File: src/rtl/cmp_pkg.sv
package cmp_pkg;

    typedef struct packed {
        logic gt;
        logic lt;
        logic eq;
    } rel_t;

    localparam rel_t REL_GT = '{gt: 1'b1, lt: 1'b0, eq: 1'b0};
    localparam rel_t REL_LT = '{gt: 1'b0, lt: 1'b1, eq: 1'b0};
    localparam rel_t REL_EQ = '{gt: 1'b0, lt: 1'b0, eq: 1'b1};

endpackage

File: src/rtl/cmp_casc_resolve.sv
module cmp_casc_resolve
    import cmp_pkg::*;
(
    input  logic casc_gt_i,
    input  logic casc_lt_i,
    input  logic casc_eq_i,
    output rel_t casc_o
);

    rel_t casc_d;
    logic none_active;

    always_comb begin
        none_active = !(casc_gt_i || casc_lt_i || casc_eq_i);
        casc_d.gt   = casc_gt_i;
        casc_d.lt   = !casc_gt_i && casc_lt_i;
        casc_d.eq   = !casc_gt_i && !casc_lt_i && (casc_eq_i || none_active);
    end

    assign casc_o = casc_d;

    always_comb begin
        assert ($onehot({casc_o.gt, casc_o.lt, casc_o.eq}))
            else $error("AST_CASC_ONEHOT");
        if (casc_gt_i)
            assert (casc_o.gt) else $error("AST_CASC_GT_FIRST");
    end

endmodule

File: src/rtl/cmp_bit_scan.sv
module cmp_bit_scan
    import cmp_pkg::*;
#(
    parameter int W = 4
) (
    input  logic [W-1:0] a_i,
    input  logic [W-1:0] b_i,
    output rel_t         loc_o
);

    rel_t loc_d;

    // Walk upward so that the highest differing pair overwrites the lower ones.
    always_comb begin
        loc_d = REL_EQ;
        for (int k = 0; k < W; k++) begin
            if (a_i[k] != b_i[k]) begin
                loc_d = a_i[k] ? REL_GT : REL_LT;
            end
        end
    end

    assign loc_o = loc_d;

    always_comb begin
        assert (loc_o.eq == (a_i == b_i)) else $error("AST_SCAN_EQ");
        assert (loc_o.gt == (a_i > b_i))  else $error("AST_SCAN_ORDER");
    end

endmodule

File: src/rtl/cmp_slice.sv
module cmp_slice
    import cmp_pkg::*;
#(
    parameter int W = 4
) (
    input  logic [W-1:0] a_i,
    input  logic [W-1:0] b_i,
    input  logic         casc_gt_i,
    input  logic         casc_lt_i,
    input  logic         casc_eq_i,
    output logic         gt_o,
    output logic         lt_o,
    output logic         eq_o
);

    rel_t casc_s;
    rel_t loc_s;
    rel_t res_d;

    cmp_casc_resolve i_resolve (
        .casc_gt_i (casc_gt_i),
        .casc_lt_i (casc_lt_i),
        .casc_eq_i (casc_eq_i),
        .casc_o    (casc_s)
    );

    cmp_bit_scan #(.W(W)) i_scan (
        .a_i   (a_i),
        .b_i   (b_i),
        .loc_o (loc_s)
    );

    always_comb begin
        if (casc_s.gt) begin
            res_d = REL_GT;
        end else if (casc_s.lt) begin
            res_d = REL_LT;
        end else begin
            res_d = loc_s;
        end
    end

    assign gt_o = res_d.gt;
    assign lt_o = res_d.lt;
    assign eq_o = res_d.eq;

    always_comb begin
        assert ($onehot({gt_o, lt_o, eq_o})) else $error("AST_SLICE_ONEHOT");
        if (casc_gt_i)
            assert (gt_o && !lt_o && !eq_o) else $error("AST_GT_PASS");
        if (!casc_gt_i && casc_lt_i)
            assert (lt_o && !gt_o && !eq_o) else $error("AST_LT_PASS");
        if (!casc_gt_i && !casc_lt_i)
            assert (eq_o == (a_i == b_i)) else $error("AST_LOCAL_EQ");
    end

endmodule

File: src/rtl/cmp_chain8.sv
module cmp_chain8 #(
    parameter int SLICE_W    = 4,
    parameter int NUM_SLICES = 2,
    localparam int DATA_W    = SLICE_W * NUM_SLICES
) (
    input  logic [DATA_W-1:0] x_i,
    input  logic [DATA_W-1:0] y_i,
    output logic              greater_o,
    output logic              less_o,
    output logic              equal_o
);

    // link[s+1] enters slice s; link[NUM_SLICES] is the tie-off, link[0] the result.
    logic [NUM_SLICES:0] gt_l;
    logic [NUM_SLICES:0] lt_l;
    logic [NUM_SLICES:0] eq_l;

    assign gt_l[NUM_SLICES] = 1'b0;
    assign lt_l[NUM_SLICES] = 1'b0;
    assign eq_l[NUM_SLICES] = 1'b1;

    for (genvar s = 0; s < NUM_SLICES; s++) begin : g_slice
        cmp_slice #(.W(SLICE_W)) i_slice (
            .a_i       (x_i[s*SLICE_W +: SLICE_W]),
            .b_i       (y_i[s*SLICE_W +: SLICE_W]),
            .casc_gt_i (gt_l[s+1]),
            .casc_lt_i (lt_l[s+1]),
            .casc_eq_i (eq_l[s+1]),
            .gt_o      (gt_l[s]),
            .lt_o      (lt_l[s]),
            .eq_o      (eq_l[s])
        );
    end

    assign greater_o = gt_l[0];
    assign less_o    = lt_l[0];
    assign equal_o   = eq_l[0];

    always_comb begin
        assert ($onehot({greater_o, less_o, equal_o})) else $error("AST_CHAIN_ONEHOT");
        assert (greater_o == (x_i > y_i)) else $error("AST_CHAIN_GT");
        assert (less_o == (x_i < y_i))    else $error("AST_CHAIN_LT");
        if (x_i[DATA_W-1 -: SLICE_W] != y_i[DATA_W-1 -: SLICE_W])
            assert (greater_o == (x_i[DATA_W-1 -: SLICE_W] > y_i[DATA_W-1 -: SLICE_W]))
                else $error("AST_TOP_DECIDES");
    end

endmodule

File: config.mk
export PLATFORM = sky130hd
export DESIGN_NAME = cmp_chain8
export DESIGN_NICKNAME = d
export VERILOG_FILES = /design/src/rtl/cmp_pkg.sv /design/src/rtl/cmp_casc_resolve.sv /design/src/rtl/cmp_bit_scan.sv /design/src/rtl/cmp_slice.sv /design/src/rtl/cmp_chain8.sv
export SDC_FILE = /design/constraint.sdc
export NUM_CORES = 1
export LEC_CHECK = 0
export BUFFER_PORTS_ARGS = -buffer_cell sky130_fd_sc_hd__buf_2
export CORE_AREA = 4 4 41 43
export DETAILED_ROUTE_END_ITERATION = 12
export DIE_AREA = 0 0 45 47
export SYNTH_ARGS = -nofsm -noshare
export SYNTH_HDL_FRONTEND = slang
export SYNTH_HIERARCHICAL = 1
export SYNTH_SLANG_ARGS = --single-unit
export TNS_END_PERCENT = 5
File: constraint.sdc
create_clock -name vclk -period 1.85
set_input_delay 0.185 -clock vclk [all_inputs]
set_output_delay 0.185 -clock vclk [all_outputs]
set_load 0.05 [all_outputs]
# Word-level counts from Yosys, hierarchy flattened
# Cells that the tools add are included.
# Widths: inputs -> output; s select.
# op_classes
n_eq_ne,8
n_mux,18
reduce_logical,2
# op_table
op,n
$mux 3,18
$ne 1x1->1,8
$logic_and 1x1->1,1
$logic_not 1->1,1
# totals
ff_bits,0
in_bits,16
output_inout_bits,3
word_cells,28

# Longest topological paths before layout
# Gate-level depths: netlist of the first run.
# logic_depth
word_depth,9
ltp_mapped,11
depth_no_buf,11

# By module
# The synthesis of the first run kept the hierarchy.
# modules_own_cells
mod,n_inst,cells_each,area_per_inst_um2
cmp_bit_scan,2,21,151.4
cmp_slice,2,5,26.3
cmp_casc_resolve,2,3,25.0
cmp_chain8,1,2,7.5

# Worst setup path after synthesis of the first run
# OpenSTA, ideal clock, no wires.
# synth_timing
path_type,input -> output
startpoint,input y_i[4]
endpoint,output equal_o
arrival_time_ns,2.807
t_required_ns,1.665
path_slack_ns,-1.142
stages,8
n_path_buf,1
path_cell_list,inv_1 > ha_1 > maj3_2 > maj3_2 > maj3_2 > a21o_1 > buf_4 > nor3b_1
# synth_lines
element,line_no,rtl
start: declaration,cmp_chain8.sv:7,"input logic [DATA_W-1:0] y_i,"
end: declaration,cmp_chain8.sv:10,output logic equal_o

==> summary.md, run 1 <==
| Metric | Value |
|---|---|
| Met3 routed WL | `23 µm` |
| CLK BUF | `0` |
| Leak pwr | `between 0.2 and 0.3 nW` |
| Crit path cell chain | `buf_12 -> inv_12 -> ha_4 -> maj3_2 -> maj3_2 -> maj3_2 -> a21o_4 -> nor2b_4 -> inv_1 -> a21o_1 -> buf_6` |
| Hold depth | `6` |
| Worst setup endpoint | `greater_o` |
| PwrDens | `234 nW/µm²` |
| Synth-to-Final Area Change | `62.0%` |
| Via Count | `364` |
| Failing checks | `setup timing` |
| Worst setup margin | `-0.358 ns` |
| Starting Density | `0.276` |
| Mapped cell area | `359 µm²` |
| Die W | `45 µm` |
| Initial antenna violation count | `0` |
| Fin nets | `94` |
| CP most frequent cell | `maj3_2` |
| Post-synthesis instance total | `between 50 and 60` |
| First drt pass iteration count | `2` |
| PortBufs | `19` |
| Fin crit period | `2.21 ns` |
| Die area | `2120 µm²` |
| Seq cells | `0` |
| Fmax | `453 MHz` |
| Setup crit start kind | `input pin` |
| I/O pins | `19` |
| Synthesized area per cell | `7.04 µm²` |
| Total track usage | `0.0755` |
| Largest net degree at the start of global routing | `5` |
| Critical Path Fanout Max | `3` |
| GRT Residual Overflow | `0` |
| Setup violations, final | `3` |
| # diodes | `0` |
| WL/cell | `between 8 and 9 µm` |
| Crit Path Category | `input pin to output port` |
| Pre-CTS WS | `-0.526 ns` |
| Post-Route WL | `around 700 µm` |
| First-pass GRT wire length | `1270 µm` |
| Post-CTS Setup Bufs | `0` |
| CP peak stage delay | `roughly 0.3 ns` |
| Core Region | `1300 µm²` |
| Highest metal used | `met3` |
| Number of vias per cell | `around 4.2` |
| Critical Path End Type | `output port` |
| Die H | `47 µm` |
| DP HPWL | `660 µm` |
| Met1 wire length | `approximately 240 µm` |
| WP data arrival | `2.02 ns` |
| Yosys warns | `6` |
| Site Rows | `13` |
| Final ANT Viol Nets | `0` |
| Vias in the first global route | `about 370` |
| Peak VDD IR | `0.0000922 V` |
| Hold Vio Cnt, Final | `0` |
| Storage element area | `0 µm²` |
| Slew Viols, Final | `0` |
| Final Cycle Share | `1.19` |
| Drc violations | `0` |
| DRT iter0 DRCs | `1` |
| GPL Wtd Cong | `0.677` |
| Placed insts | `87` |
| RSZ-0062 raised after global routing | `yes` |
| Layout cells sized above 1 | `0.556` |
| Worst path slowest cell | `maj3_2` |
| CP Launch Point | `y_i[4]` |
| Layout Cells excl Fill | `87` |
| Maxcap violations | `0` |
| Status | `finished, violations left` |
| Worst min path class | `input pin to output port` |
| Met2 WL | `448 µm` |
| CP Data Required Time | `1.66 ns` |
-- report_power, final --
part	internal [W]	switching [W]	leakage [nW]
logic	0.0000700	0.0000663	0.290
registers	0	0	0
clock network	0	0	0
-- what timing repair did --
item / CTS / global route
endpoints found under the hold margin: 0 / 0
pin swaps: 2 / 3
hold buffers: 0 / 0
gates resized for setup: 13 / 4
endpoints found under the setup margin: 3 / 3
-- worst min-delay path by stage --
stage,from,end,slack [ns]
finish,y_i[2],equal_o,0.92
global route,y_i[3],less_o,0.96
CTS,y_i[2],equal_o,0.93
detailed placement,y_i[2],equal_o,0.98
global placement,y_i[2],equal_o,0.97
floorplan,x_i[2],equal_o,0.68
-- worst max-delay path: cells and delay by family --
| kind | cells | cell delay, ns |
|---|---|---|
| adder cells (fa/ha/maj) | 4 | 1.00 |
| AO/OA/AOI/OAI | 2 | 0.39 |
| buffers and inverters | 4 | 0.32 |
| AND/OR/NAND/NOR | 1 | 0.12 |
-- per-layer routing --
metal  up-vias  GRT usage
met5         -          0
met4         0          0
met3         0          0
met2         6      0.178
met1       162     0.0742
li1        196          -
-- through the flow --
step	hold slack (ns)	util	setup TNS (ns)	total power [W]	instance area (µm²)
3_3_place_gp	0.974	0.403	-1.47	0.000119	524
3_5_place_dp	0.981	0.403	-1.54	0.000121	524
2_1_floorplan	0.685	-	-0.798	0.0000850	414
5_1_grt	0.960	0.447	-1.17	0.000151	582
6_report	0.918	0.447	-0.983	0.000136	582
4_1_cts	0.928	0.439	-1.06	0.000135	572
-- cell usage in the layout, fill, tap and decap left out --
| master | n |
|---|---|
| nor2_1 | 4 |
| maj3_2 | 7 |
| xor2_1 | 2 |
| buf_6 | 4 |
| buf_4 | 2 |
| xnor2_1 | 1 |
| o22ai_1 | 2 |
| nor2b_4 | 2 |
| ha_4 | 1 |
| nor2_4 | 1 |
| nor3_1 | 1 |
| conb_1 | 3 |
| nor3b_4 | 1 |
| maj3_1 | 1 |
| inv_12 | 1 |
| nor2_2 | 1 |
| buf_2 | 14 |
| inv_1 | 11 |
| ha_2 | 1 |
| inv_2 | 2 |
| a21o_4 | 1 |
| a21o_1 | 1 |
| a21boi_2 | 1 |
| ha_1 | 2 |
| buf_12 | 1 |
| a21boi_0 | 3 |
| nand2_1 | 1 |
-- area by class of cell --
class | instances | area (µm²)
fill | 147 | 719
tap | 15 | 18.8
timing repair buffer | 21 | 150
inverter | 14 | 65.1
multi-input combinational | 37 | 348
Power figures use the tool's default switching activity.
==> run 2, diff against run 1 <==
- BUFFER_PORTS_ARGS: -buffer_cell sky130_fd_sc_hd__buf_2 -> unset
- DONT_BUFFER_PORTS: unset -> 1
- GPL_TIMING_DRIVEN: unset -> 0
- PLACE_DENSITY: unset -> 0.56
==> run 2 against run 1 <==
The flow still finishes with violations (setup timing); wire length down 21%; hold slack got worse by 0.20 ns; combinational power decreased by 33%; sequential share of layout area unchanged; count of clock-buffer cells in the layout did not move; via count fell by 20%; maximum frequency decreased by 1.1%; design area shrank 25%; core utilization decreased by 11 points; sequential cell count unchanged; critical path depth is 3 lower; setup slack got worse by 0.025 ns; largest cell class unchanged; highest routed layer unchanged.
==> summary.md, run 2 (synthesis results as in run 1) <==
| Metric | Value |
|---|---|
| Via Count | `290 (-20%)` |
| Crit Path Category | `input pin to output port` |
| Critical Path End Type | `output port` |
| TNS Setup | `-0.888 ns (+0.0948 ns)` |
| WL/cell | `8.29 µm (+1.2%)` |
| Status | `finished, violations left` |
| CP peak stage delay | `0.49 ns (+0.19 ns)` |
| Largest net degree at the start of global routing | `5 (unchanged)` |
| Combinational fraction of design power | `1.000 (about the same)` |
| Worst path slowest cell | `nor3b_4` |
| Filler Cell Count | `151 (+2.7%)` |
| Fmax | `448 MHz (-1.1%)` |
| Drc violations | `0 (unchanged)` |
| Die area | `2120 µm² (unchanged)` |
| Area of the multi-input gates | `332 µm² (-4.7%)` |
| First drt pass iteration count | `1 (-1)` |
| CP Data Required Time | `1.66 ns (about the same)` |
| Critical Path Fanout Max | `3 (unchanged)` |
| CP most frequent cell | `maj3_2` |
| Starting Density | `0.276 (unchanged)` |
| Initial antenna violation count | `0 (unchanged)` |
| CLK BUF | `0 (unchanged)` |
| PortBufs | `0 (-19)` |
| Die W | `45 µm (unchanged)` |
| Layout cells sized above 1 | `0.321 (-0.235)` |
| Clock Power Share | `0 (unchanged)` |
| Leak pwr | `0.202 nW (-30%)` |
| Final Util | `0.334 (-0.113)` |
| Post-Route WL | `564 µm (-21%)` |
| Worst min path class | `input pin to output port` |
| Fin nets | `75 (-20%)` |
| Vias in the first global route | `258 (-31%)` |
| Hold slack | `0.714 ns (-0.204 ns)` |
| GRT Residual Overflow | `0 (unchanged)` |
| Peak VDD IR | `0.0000598 V (-35%)` |
| Switch Pwr | `0.0000467 W (-30%)` |
| Pint | `0.0000446 W (-36%)` |
| DRT iter0 DRCs | `0 (-1)` |
| Cts repair resizes | `1 (-12)` |
| Worst-Margin Slew | `0.575 ns` |
| Core Region | `1300 µm² (unchanged)` |
| Met2 WL | `313 µm (-30%)` |
| Synth-to-Final Area Change | `20.9%` |
| Hold Vio Cnt, Final | `0 (unchanged)` |
| Part of the power in registers | `0 (unchanged)` |
| PwrDens | `210 nW/µm² (-10%)` |
| Setup violations, final | `3 (unchanged)` |
| Fin crit period | `2.23 ns (+0.0248 ns)` |
| CP Launch Point | `y_i[4]` |
| RSZ-0062 raised after global routing | `yes` |
| WP data arrival | `2.05 ns (+0.03 ns)` |
| Final ANT Viol Nets | `0 (unchanged)` |
| Storage element area | `0 µm² (unchanged)` |
| # diodes | `0 (unchanged)` |
| Maxcap violations | `0 (unchanged)` |
| Hold_buf cts | `0 (unchanged)` |
| Seq cells | `0 (unchanged)` |
| Pre-CTS WS | `-0.396 ns (+0.130 ns)` |
| Switching part of the total | `0.512 (+0.0252)` |
| Highest metal used | `met3` |
| Most frequent cells in the layout | `11 x inv_1, 6 x maj3_2, 5 x nor2_1` |
| Post-CTS Setup Bufs | `0 (unchanged)` |
| Failing checks | `setup timing` |
| Crit path cell chain | `inv_12 -> ha_4 -> maj3_2 -> maj3_2 -> maj3_2 -> a21o_1 -> buf_6 -> nor3b_4` |
| First-pass GRT wire length | `931 µm (-27%)` |
| Commonest non-fill, non-tap cell in the layout | `inv_1` |
| Met3 routed WL | `56 µm (+140%)` |
| Total track usage | `0.0543 (-0.0212)` |
| I/O pins | `19 (unchanged)` |
| Slew Viols, Final | `0 (unchanged)` |
| GPL Wtd Cong | `0.680 (+0.47%)` |
| Worst setup endpoint | `equal_o` |
| Die H | `47 µm (unchanged)` |
| Setup crit start kind | `input pin` |
| Number of vias per cell | `4.26 (+1.9%)` |
| Rel. slew slack | `0.616` |
| Met1 wire length | `194 µm (-19%)` |
| Final Cycle Share | `1.21 (+0.0134)` |
| Site Rows | `13 (unchanged)` |
| Worst setup margin | `-0.383 ns (-0.0248 ns)` |
| DP HPWL | `561 µm (-15%)` |
==> run 2: worst min path at each step <==
stage	start	endpoint	slack, ns	cells past startpoint
3_5_place_dp	x_i[2]	equal_o	0.72	4
4_1_cts	x_i[2]	equal_o	0.72	4
3_3_place_gp	x_i[2]	equal_o	0.71	4
6_report	x_i[2]	equal_o	0.71	4
2_1_floorplan	x_i[2]	equal_o	0.68	4
5_1_grt	x_i[2]	equal_o	0.74	4
==> run 2: final cells by class <==
type | instances | area share
Buffer | 2 | 0.0432
Inverter | 14 | 0.150
Tap cell | 15 | 0.0432
Multi-Input combinational cell | 37 | 0.764
==> run 2: worst max-delay path: cells and delay by family <==
family	cells	cell delay [ns]
AO/OA/AOI/OAI	1	0.20
adder cells (fa/ha/maj)	4	1.00
buffers and inverters	2	0.15
AND/OR/NAND/NOR	1	0.49
==> run 2: through the flow <==
| step | cells | instance area [µm²] | power [W] |
|---|---|---|---|
| after floorplan | 53 | 414 | 0.0000850 |
| after global placement | 68 | 433 | 0.0000912 |
| after global routing | 68 | 434 | 0.000102 |
| after CTS | 68 | 434 | 0.0000932 |
| after detailed placement | 68 | 433 | 0.0000926 |
| final | 68 | 434 | 0.0000913 |
==> run 2: per-layer routing <==
metal  global-route usage  up-vias
met5                    0        -
met4                    0        0
met3              0.00766        0
met2                0.105        8
met1               0.0674      124
li1                     -      158
==> run 2: power groups by stage <==
stage	Combinational, W	Sequential, W	Clock, W
3_3_place_gp	0.0000912	0	0
5_1_grt	0.000102	0	0
4_1_cts	0.0000932	0	0
3_5_place_dp	0.0000926	0	0
6_report	0.0000913	0	0
2_1_floorplan	0.0000850	0	0
